## src/rtl/eau_pkg.sv

```systemverilog
package eau_pkg;
  localparam logic [2:0] MODE_LS_IMM = 3'd0;
  localparam logic [2:0] MODE_LS_IDX = 3'd1;
  localparam logic [2:0] MODE_LS_REG = 3'd2;
  localparam logic [2:0] MODE_BR_DSP = 3'd3;
  localparam logic [2:0] MODE_BR_LNK = 3'd4;
  localparam logic [2:0] MODE_BR_CNT = 3'd5;
endpackage

```

## src/rtl/eau_addr_gen.sv

```systemverilog
module eau_addr_gen #(
  parameter int unsigned ADDR_W    = 32,
  parameter int unsigned CLR_BITS  = 2
) (
  input  logic [2:0]        mode,
  input  logic              abs_sel,
  input  logic [ADDR_W-1:0] base,
  input  logic [ADDR_W-1:0] idx,
  input  logic [ADDR_W-1:0] imm,
  input  logic [ADDR_W-1:0] lr,
  input  logic [ADDR_W-1:0] ctr,
  input  logic [ADDR_W-1:0] cia,
  output logic [ADDR_W-1:0] ea
);
  import eau_pkg::*;

  localparam logic [ADDR_W-1:0] LOW_ONES = ADDR_W'((1 << CLR_BITS) - 1);
  localparam logic [ADDR_W-1:0] KEEP_HI  = ~LOW_ONES;

  logic [ADDR_W-1:0] opa;
  logic [ADDR_W-1:0] opb;

  // Operand select feeding one shared modulo-2^N adder.
  always_comb begin
    opa = base;
    opb = '0;
    case (mode)
      MODE_LS_IMM: begin opa = base; opb = imm; end
      MODE_LS_IDX: begin opa = base; opb = idx; end
      MODE_BR_DSP: begin opa = abs_sel ? '0 : cia; opb = imm; end
      MODE_BR_LNK: begin opa = lr & KEEP_HI; opb = '0; end
      MODE_BR_CNT: begin opa = ctr & KEEP_HI; opb = '0; end
      default:     begin opa = base; opb = '0; end
    endcase
  end

  assign ea = opa + opb;
endmodule

```

## src/rtl/eau_align_chk.sv

```systemverilog
module eau_align_chk #(
  parameter int unsigned ADDR_W = 32,
  parameter int unsigned SIZE_W = 2
) (
  input  logic [ADDR_W-1:0] ea,
  input  logic [SIZE_W-1:0] size,
  output logic              misalign,
  output logic              wrap
);
  localparam int unsigned MAX_SH = (1 << SIZE_W) - 1;
  localparam int unsigned LEN_W  = MAX_SH + 1;

  logic [MAX_SH-1:0] low_mask;
  logic [LEN_W-1:0]  len;
  logic [ADDR_W:0]   span_end;

  // One mask bit per address bit that a larger size must see clear.
  for (genvar gi = 0; gi < MAX_SH; gi++) begin : g_mask
    assign low_mask[gi] = (size > SIZE_W'(gi));
  end

  assign misalign = |(ea[MAX_SH-1:0] & low_mask);
  assign len      = LEN_W'(1) << size;
  assign span_end = {1'b0, ea} + (ADDR_W+1)'(len);
  // Beyond 2^N exactly when the top bit is set and any lower bit is set.
  assign wrap     = span_end[ADDR_W] & (|span_end[ADDR_W-1:0]);
endmodule

```

## src/rtl/eau_out_reg.sv

```systemverilog
module eau_out_reg #(
  parameter int unsigned W = 34
) (
  input  logic         clk,
  input  logic         rst_n,
  input  logic         up_valid,
  output logic         up_ready,
  input  logic [W-1:0] up_data,
  output logic         dn_valid,
  input  logic         dn_ready,
  output logic [W-1:0] dn_data
);
  assign up_ready = !dn_valid || dn_ready;

  always_ff @(posedge clk) begin
    if (!rst_n) begin
      dn_valid <= 1'b0;
      dn_data  <= '0;
    end else if (up_ready) begin
      dn_valid <= up_valid;
      if (up_valid) dn_data <= up_data;
    end
  end

  a_r8_hold_stable: assert property (@(posedge clk) disable iff (!rst_n)
    dn_valid && !dn_ready |=> dn_valid && $stable(dn_data));
  a_r7_accept_gives_beat: assert property (@(posedge clk) disable iff (!rst_n)
    up_valid && up_ready |=> dn_valid);
  a_r7_beat_needs_accept: assert property (@(posedge clk) disable iff (!rst_n)
    $rose(dn_valid) |-> $past(up_valid && up_ready));
endmodule

```

## src/rtl/ea_align_unit.sv

```systemverilog
module ea_align_unit #(
  parameter int unsigned ADDR_W = 32,
  parameter int unsigned SIZE_W = 2
) (
  input  logic              clk,
  input  logic              rst_n,
  input  logic              in_valid,
  output logic              in_ready,
  input  logic [2:0]        in_mode,
  input  logic              in_abs,
  input  logic [SIZE_W-1:0] in_size,
  input  logic [ADDR_W-1:0] in_base,
  input  logic [ADDR_W-1:0] in_index,
  input  logic [ADDR_W-1:0] in_imm,
  input  logic [ADDR_W-1:0] in_lr,
  input  logic [ADDR_W-1:0] in_ctr,
  input  logic [ADDR_W-1:0] in_cia,
  output logic              out_valid,
  input  logic              out_ready,
  output logic [ADDR_W-1:0] out_ea,
  output logic              out_misalign,
  output logic              out_wrap
);
  import eau_pkg::*;

  localparam int unsigned PAY_W = ADDR_W + 2;

  logic [ADDR_W-1:0] ea_c;
  logic              mis_c;
  logic              wrap_c;
  logic [PAY_W-1:0]  pay_q;

  eau_addr_gen #(.ADDR_W(ADDR_W), .CLR_BITS(2)) u_gen (
    .mode(in_mode), .abs_sel(in_abs), .base(in_base), .idx(in_index),
    .imm(in_imm), .lr(in_lr), .ctr(in_ctr), .cia(in_cia), .ea(ea_c)
  );

  eau_align_chk #(.ADDR_W(ADDR_W), .SIZE_W(SIZE_W)) u_chk (
    .ea(ea_c), .size(in_size), .misalign(mis_c), .wrap(wrap_c)
  );

  eau_out_reg #(.W(PAY_W)) u_out (
    .clk(clk), .rst_n(rst_n),
    .up_valid(in_valid), .up_ready(in_ready), .up_data({ea_c, mis_c, wrap_c}),
    .dn_valid(out_valid), .dn_ready(out_ready), .dn_data(pay_q)
  );

  assign out_ea       = pay_q[PAY_W-1:2];
  assign out_misalign = pay_q[1];
  assign out_wrap     = pay_q[0];

  a_r5_byte_never_misaligned: assert property (@(posedge clk) disable iff (!rst_n)
    in_valid && in_size == '0 |-> !mis_c);
  a_r6_byte_wraps_never: assert property (@(posedge clk) disable iff (!rst_n)
    in_valid && in_size == '0 |-> !wrap_c);
  a_r3_reg_target_low_clear: assert property (@(posedge clk) disable iff (!rst_n)
    in_valid && (in_mode == MODE_BR_LNK || in_mode == MODE_BR_CNT) |-> ea_c[1:0] == 2'b00);
  a_r9_empty_after_reset: assert property (@(posedge clk)
    !rst_n |=> !out_valid);
endmodule

```

## config.mk

```make
export PLATFORM = sky130hd
export DESIGN_NAME = ea_align_unit
export DESIGN_NICKNAME = d
export VERILOG_FILES = /design/src/rtl/eau_pkg.sv /design/src/rtl/eau_addr_gen.sv /design/src/rtl/eau_align_chk.sv /design/src/rtl/eau_out_reg.sv /design/src/rtl/ea_align_unit.sv
export SDC_FILE = /design/constraint.sdc
export NUM_CORES = 1
export LEC_CHECK = 0
export ABC_AREA = 1
export CORE_MARGIN = 2
export CORE_UTILIZATION = 48
export DETAILED_ROUTE_END_ITERATION = 6
export HOLD_SLACK_MARGIN = 0.03
export PLACE_DENSITY = 0.84
export SLEW_MARGIN = 40
export SYNTH_ARGS = -nofsm -noshare
export SYNTH_HDL_FRONTEND = slang
export SYNTH_HIERARCHICAL = 1
export SYNTH_SLANG_ARGS = --single-unit
```

## constraint.sdc

```tcl
create_clock -name clk -period 4.7 [get_ports clk]
set_clock_uncertainty 0.05 [all_clocks]
set_input_delay 0.94 -clock clk [delete_from_list [all_inputs] [get_ports clk]]
set_output_delay 0.94 -clock clk [all_outputs]
set_load 0.1 [all_outputs]
```

# Yosys cells after proc, flatten, opt, wreduce, memory -nomap -nowiden
# Index checks and enable logic that the tools add are counted.
# totals
input_bits	202
out_inout_bits	36
reg_bits	35
wordCells	24
# op_classes
shift	1
bitwise_logic	2
n_addsub	2
n_reduce_logical	7
n_mux	3
eq_ne	4
magnitude_cmp	3
# op_table
cell	n
$pmux W32 S3	1
$pmux W32 S2	1
$add A32 B4 Y33	1
$add A32 B32 Y32	1
$mux W32	1
$reduce_or A32 Y1	1
$eq A3 B3 Y1 const B	2
$gt A2 B1 Y1 const B	2
$shl A1 B2 Y4 const A	1
$and A3 B3 Y3	1
$eq A3 B1 Y1 const B	1
$eq A3 B2 Y1 const B	1
$logic_not A3 Y1	1
$reduce_or A3 Y1	1
$gt A2 B2 Y1 const B	1
$reduce_and A2 Y1	1
$reduce_or A2 Y1	1
$and A1 B1 Y1	1
$logic_not A1 Y1	1
$logic_or A1 B1 Y1	1

# Logic depth before layout (Yosys ltp)
# Gate-level depths: netlist of run 1.
# depth
ltp_word	7
mapped_depth	37
mapped_depth_nobuf	35

# By module
# The synthesis of run 1 kept the hierarchy.
# modules_own_cells
mod	seq_area_each_um2	n_inst	cells_per_inst	area_per_inst_um2
eau_addr_gen	0.0	1	733	3831.2
eau_out_reg	700.7	1	228	1610.3
eau_align_chk	0.0	1	297	1407.6

# Least setup slack after synthesis of run 1
# OpenSTA, ideal clock, no wires.
# synth_timing
kind	input to register
from	in in_mode[1]
to	reg u_out.dn_data[0]
setup_ns	0.119
path_buffers	1
t_arrival_ns	4.020
cell_stages	26
required_time_ns	4.531
slack_ns	0.511
path_cell_list	inv_2 -> nand3_1 -> inv_2 -> buf_2 -> a22o_1 -> ha_1 -> fa_1 -> nand3_1 -> nand3_1 -> nand2_1 -> nand3_1 -> xor2_1 -> nand2_1 -> nor2_1 -> and2_1 -> nand2_2 -> o21ai_0 -> nand3_1 -> nor2_1 -> nand2_1 -> nor2_1 -> a21oi_1 -> inv_1 -> nand3_1 -> nand2_1 -> nor2_1
# synth_via
elab_chain_cells	7
elab_cells_between_ends	12
cone_classes	add/sub (2); eq/ne (4); mux (2); bitwise (1); reduce/logical (3)
# synth_lines
item	line_no	rtl
start: declaration	ea_align_unit.sv:9	input logic [2:0] in_mode,
$eq A3 B2 Y1 or $logic_not A3 Y1 (tied branches)	eau_addr_gen.sv:27	case (mode)
$reduce_or A2 Y1 (no line)	-	
$pmux W32 S2	eau_addr_gen.sv:27	
$add A32 B32 Y32 *	eau_addr_gen.sv:37	assign ea = opa + opb;
named net ea_c[8]	ea_align_unit.sv:28	logic [ADDR_W-1:0] ea_c;
$add A32 B4 Y33 *	eau_align_chk.sv:24	assign span_end = {1'b0, ea} + (ADDR_W+1)'(len);
$reduce_or A32 Y1	eau_align_chk.sv:26	assign wrap = span_end[ADDR_W] & (|span_end[ADDR_W-1:0]);
$and A1 B1 Y1 *	eau_align_chk.sv:26	
named net wrap_c	ea_align_unit.sv:30	logic wrap_c;
end signal: assignment	eau_out_reg.sv:21	if (up_valid) dn_data <= up_data;
end: declaration	eau_out_reg.sv:11	output logic [W-1:0] dn_data
# The timed path passes the listed nets; every way through them passes the cells marked *.
# A chain may end at the register's enable or synchronous reset.

# Worst setup path in the final report of run 1
# layout_timing
from	in in_mode[2]
to	reg u_out.dn_data[0]
# The elaborated chain is that of the path after synthesis.

==> results of run 1 <==
==> worst max path at each step <==
stage	endpoint	slack [ns]	depth (start not counted)
6_report	u_out/dn_data[0]	0.20	29
2_1_floorplan	u_out/dn_data[0]	0.51	26
3_5_place_dp	u_out/dn_data[0]	-0.57	30
3_3_place_gp	u_out/dn_data[0]	-0.44	30
4_1_cts	u_out/dn_data[0]	0.006	31
5_1_grt	u_out/dn_data[0]	-0.09	33
==> worst max-delay path: cells and delay by family <==
family	cells	cell delay, ns
and+or+nand+nor	18	2.09
AOI/OAI and AO/OA	2	0.37
adders and majority gates	1	0.26
xor gates and xnor gates	1	0.34
buffers and inverters	7	0.65
==> metal layers <==
layer | up-vias | track usage (%) | part of all wire (%) | wire, um
met5 | - | 0 | 0 | 0
met4 | 0 | 9.304 | 3.1 | 830
met3 | 80 | 5.858 | 6.8 | 1792
met2 | 356 | 56.49 | 49 | 12960
met1 | 4305 | 38.73 | 41 | 10860
li1 | 4708 | - | - | -
==> cell usage in the layout, fill, tap and decap left out, types with 3 or more instances in the layout <==
cell type / n
nand2_1: 460
clkdlybuf4s50_1: 191
inv_1: 191
buf_4: 166
nor2_1: 123
nand3_1: 93
a21oi_1: 43
buf_2: 38
nand2_2: 37
dfxtp_1: 35
nor2_2: 33
a22o_1: 31
a41oi_2: 23
ha_1: 22
nand4_1: 18
ha_4: 14
a21oi_2: 12
nor2_4: 11
nand3b_1: 11
xor2_1: 7
xor2_2: 7
clkbuf_16: 6
nand3_2: 5
inv_2: 5
buf_6: 5
nand2_4: 4
nor3_1: 3
buf_12: 3
==> cell families (layout without fill, tap and decap cells) <==
logic type               after synthesis  in the layout  synth area share, %
AO/OA/AOI/OAI                        123            123                15.67
XOR/XNOR                              16             16                2.046
adder cells (fa/ha/maj)               38             38                7.161
buffers and inverters                238            614                15.09
flip-flops                            35             35                10.23
AND/OR/NAND/NOR                      808            808                49.80
==> repair_timing <==
action	in CTS	in global routing
gates resized for setup	14	111
setup endpoints to repair	1	1
cloned	0	2
setup buffers	0	12
pin swaps	2	44
==> stage by stage <==
step                      total power, mW  cell area (um2)  setup WS (ns)
after floorplan                     1.356             6849         0.5109
after global placement              2.062            10350        -0.4443
after detailed placement            2.060            10170        -0.5726
final                               2.568            10950         0.1967
after CTS                           2.421            10380       0.005918
after global routing                2.745            10950       -0.08550
==> power groups by stage <==
| stage | combinational [mW] | clock (mW) | sequential (mW) |
|---|---|---|---|
| CTS | 1.73 | 0.347 | 0.346 |
| detailed placement | 1.71 | 0 | 0.352 |
| floorplan | 0.774 | 0 | 0.582 |
| global placement | 1.71 | 0 | 0.353 |
| finish | 1.88 | 0.342 | 0.346 |
| global route | 2.04 | 0.360 | 0.349 |
==> cell type report <==
class / instances / area (um2) / share of cell area (%)
well taps: 180 / 225.2 / 2.056
clock buffers: 8 / 156.4 / 1.428
repair buffers: 407 / 3522 / 32.16
flip-flops and latches: 35 / 700.7 / 6.398
repair inverters: 1 / 5.005 / 0.04570
multi-input cells: 985 / 5589 / 51.03
inverters: 198 / 753.2 / 6.878
==> state kept, by name, indices dropped and copies added (netlist names) <==
signal          cells
u_out/dn_data      34
u_out/dn_valid      1
==> metrics.txt, run 1 <==
status finished, final reports clean; Worst Path Arrival 4.67 ns; Post-Syn Instances 1258; GRT Total Usage 31.76%; pin count of the biggest net entering global routing 70; leakage 5.567 nW; hold crit path type reg2reg; mapped cell area 6849 um2; clock tree buffer depth 2; Layout Cells excl Fill 1814; Hold Fails Final Rpt 0; Die ar. 15240 um2; Hold Path Depth 2; via/cell ratio 5.209; Synth Warn # 6; Slew Limit Headroom 54.66%; Min Hold Slack 0.4202 ns; Flop pwr share 13.5%; final setup fails 0; Power Density 234.5 nW/um2; sequential area share after synthesis 10.23%; CTS clock-pin slew for the worst setup and hold paths 0.05 ns; slowest CP cell xor2_2; clk_lat worst skew 0.28 ns; TritonCTS clock tree built; Avg WL per Cell 14.58 um; vias in the first global route 8549; FP Rows 43; TritonCTS Buffers 5; Slew Limit Fails 0; Layout Utilization 78.59%; Worst setup SP type input pin; final WL 26450 um; initial antenna violation count 0; Synth area leader nand2_1; synthesis-to-layout area growth 59.90%; HP Start u_out/dn_data[2]; r2r worst-path depth 5; reg2reg setup slack 3.28 ns; filler instances 1041; Int Pwr 1.352 mW; most frequent cell after synthesis nand2_1; first-pass GRT wire length 38900 um; clock power share 13.3%; Crit Path Max Fanout 6; I/O pin cnt 238; share of Yosys cell area claimed by the top area cell type 26.58%; Placed Cells incl. Taps 1792; min cycle time layout 4.503 ns; crit path kind in2reg; Buffers on Ports 233; Crit Reg-Reg Startpoint u_out/dn_valid; worst path required time 4.86 ns; routed vias 9449; Post-synth EDFFs 0; post-detail-place hpwl 20690 um; largest cells by area after synthesis nand2_1, inv_1, dfxtp_1; synth cell count leaders nand2_1, inv_1, nor2_1, nand3_1, a21oi_1; hold_buf cts 0; Switching Share 47.37%; die span in y 123.5 um; cell mode on critical path nand2_1; Avg Synthesized Cell Area 5.444 um2; VDD IR max 0.1899 mV; maximum clock frequency 222.1 MHz; Final ANT Viol Nets 0; max-cap violations 0; DR pass1 iterations 5; root buf cell clkbuf_16; Synth Register Bits 35; sw power 1.217 mW; syn nets 1498; global route total overflow 0; GPL Wtd Cong 0.9582; 1st-iter DRT viols 751; R2R Path End u_out/dn_data[1]; Diodes inserted 0; final setup TNS 0 ns; layout cells sized above 1 23.81%; asr flop ratio synth 0%; DRC viols 0; die width 123.5 um; Yosys cell types 40; Slew @ Worst Pin 0.6801 ns; Core Area 13930 um2; H-tree levels 2; Min-Delay Endpoint u_out/dn_data[2]; Tcrit/Tclk final 95.82%; clk sink count 35; Logic pwr share 73.2%; Worst Setup SP in_mode[2]; slowest stage delay, CP 0.34 ns; Starting Density 49.15%; Most used DFF post-synth dfxtp_1; fin nets 1873; Setup crit end kind flip-flop
Power figures use the tool's default switching activity.
==> inputs of run 2 (changes only) <==
Settings changed: GPL_TIMING_DRIVEN set to 0.
==> metrics.txt, run 2 (synthesis gave the netlist of run 1 again) <==
fin nets 1797 (-4.1%); Hold Fails Final Rpt 0 (unchanged); Top reg by flops u_out/dn_data; Crit Reg-Reg Startpoint u_out/dn_valid; routed vias 9776 (+3.5%); first-pass GRT wire length 38780 um (-0.30%); filler instances 977 (-6.1%); die span in y 123.5 um (unchanged); Top Registers u_out/dn_data (34), u_out/dn_valid (1); FP Rows 43 (unchanged); DR pass1 iterations 7 (+2); hold_buf cts 0 (unchanged); 1st-iter DRT viols 1185 (+58%); Layout Utilization 77.96% (-0.64 points); die width 123.5 um (unchanged); H-tree levels 2 (unchanged); TritonCTS Buffers 5 (unchanged); slowest stage delay, CP 0.28 ns (-0.06 ns); GPL Wtd Cong 0.9665 (+0.87%); Starting Density 49.15% (unchanged); slowest CP cell nand3b_1; Int Pwr 1.272 mW (-5.9%); leakage 5.267 nW (-5.4%); Worst Setup SP in_mode[1]; Switching Share 51.55% (+4.2 points); CTS clock-pin slew for the worst setup and hold paths 0.05 ns (about the same); post-detail-place hpwl 20060 um (-3.0%); min cycle time layout 4.809 ns (+0.3052 ns); clk_lat worst skew 0.28 ns (about the same); r2r worst-path depth 4 (-1); status complete, but fails checks; Logic pwr share 74.2% (+1.0 points); R2R Path End u_out/dn_data[0]; clock tree buffer depth 2 (unchanged); most common cell after layout, fill and taps aside nand2_1; I/O pin cnt 238 (unchanged); Tcrit/Tclk final 102.3% (+6.5 points); synthesis-to-layout area growth 58.60%; clk sink count 35 (unchanged); Buffers on Ports 231 (-0.86%); failing checks design-rule violations, negative setup slack; root buf cell clkbuf_16; max-cap violations 0 (unchanged); final WL 29880 um (+13%); TritonCTS clock tree built; cell mode on critical path nand2_1; Core Area 13930 um2 (unchanged); Worst Path Arrival 4.93 ns (+0.26 ns); Setup crit end kind flip-flop; Avg WL per Cell 17.20 um (+18%); Die ar. 15240 um2 (unchanged); most frequent cells in the layout nand2_1, clkdlybuf4s50_1, inv_1; Diodes inserted 0 (unchanged); DRC viols 18 (+18); via/cell ratio 5.628 (+8.0%); Slew @ Worst Pin 0.5136 ns (-0.1665 ns); sw power 1.354 mW (+11%); VDD IR max 0.1982 mV (+4.4%); Worst setup SP type input pin; layout cells sized above 1 24.41% (+0.60 points); CP Capture Point u_out/dn_data[0]; pin count of the biggest net entering global routing 11 (-84%); initial antenna violation count 0 (unchanged); Slew Limit Fails 0 (unchanged); max FFs per register 34 (unchanged); Final ANT Viol Nets 0 (unchanged); hold crit path type reg2reg; Power Density 241.8 nW/um2 (+3.1%); global route total overflow 0 (unchanged); Slew Limit Headroom 66.00% (+11 points); total power 2.627 mW (+2.3%); reg2reg setup slack 3.51 ns (+0.23 ns); GRT Total Usage 32.01% (+0.24 points); vias in the first global route 8195 (-4.1%); maximum clock frequency 208.0 MHz (-6.3%); Crit Path Max Fanout 10 (+4); final setup fails 1 (+1); Flop pwr share 13.2% (-0.3 points); worst path required time 4.82 ns (-0.04 ns); crit path kind in2reg; clock power share 12.6% (-0.7 points); setup slack after layout -0.1085 ns (-0.3052 ns)
-- run 2: cell types whose count changed in the layout (fill, tap and decap cells not counted), sizes merged --
cell / before / now
buf: 213 / 140
clkbuf: 10 / 6
dlygate4sd2: 0 / 1
dlymetal6s2s: 1 / 0
-- run 2: metal layers --
| metal | GRT usage [%] | vias to the layer above | share of wire, % |
|---|---|---|---|
| li1 | - | 4555 | - |
| met5 | 0 | - | 0 |
| met3 | 6.458 | 172 | 11 |
| met2 | 53.43 | 665 | 46 |
| met4 | 9.943 | 0 | 5.8 |
| met1 | 41.33 | 4384 | 37 |
-- run 2: timing repair --
action                                  CTS  global route
buffers inserted                         13            48
gates cloned                              0             1
pin swaps                                 7            81
endpoints found under the setup margin    1             1
gates resized for setup                  55           210
-- run 2: how the worst min path moves through the flow --
| stage | start | to | slack, ns | cells past startpoint |
|---|---|---|---|---|
| CTS | u_out/dn_data[17] | u_out/dn_data[17] | 0.43 | 2 |
| floorplan | u_out/dn_data[20] | u_out/dn_data[20] | 0.90 | 2 |
| global placement | u_out/dn_data[2] | u_out/dn_data[2] | 0.41 | 2 |
| finish | u_out/dn_data[19] | u_out/dn_data[19] | 0.43 | 2 |
| global route | u_out/dn_data[17] | u_out/dn_data[17] | 0.45 | 2 |
| detailed placement | u_out/dn_data[14] | u_out/dn_data[14] | 0.42 | 2 |
-- run 2: layout make-up --
class                   instances  area (um2)  share of cell area (%)
multi-input cells             985        6110                   56.24
repair buffers                293        2611                   24.04
inverters                     198       745.7                   6.865
flip-flops and latches         35       700.7                   6.450
plain buffers                  39       326.6                   3.006
well taps                     180       225.2                   2.073
clock buffers                   6       138.9                   1.279
clock inverters                 1       5.005                 0.04607
-- run 2: power by group through the flow --
stage | Sequential (mW) | Clock [mW] | Combinational (mW)
finish | 0.347 | 0.330 | 1.95
global route | 0.350 | 0.343 | 2.06
CTS | 0.347 | 0.331 | 1.52
detailed placement | 0.353 | 0 | 1.41
global placement | 0.353 | 0 | 1.43
floorplan | 0.582 | 0 | 0.774
-- run 2: critical path: cells and delay by family --
kind / cells / cell delay, ns
AND/OR/NAND/NOR: 23 / 2.45
buffers and inverters: 7 / 0.91
adder cells (fa/ha/maj): 1 / 0.27
XOR/XNOR: 1 / 0.27
AO/OA/AOI/OAI: 1 / 0.07
-- run 2: stage by stage --
stage	hold slack (ns)	setup TNS (ns)	area, um2	cells	worst slack [ns]
after detailed placement	0.4207	-1.093	9206	1669	-1.093
final	0.4256	-0.1085	10860	1737	-0.1085
after CTS	0.4332	0	9679	1689	0.001376
after global placement	0.4139	-1.049	9387	1669	-1.049
after global routing	0.4498	-0.2424	10860	1737	-0.2424
after floorplan	0.8975	0	6849	1258	0.5109
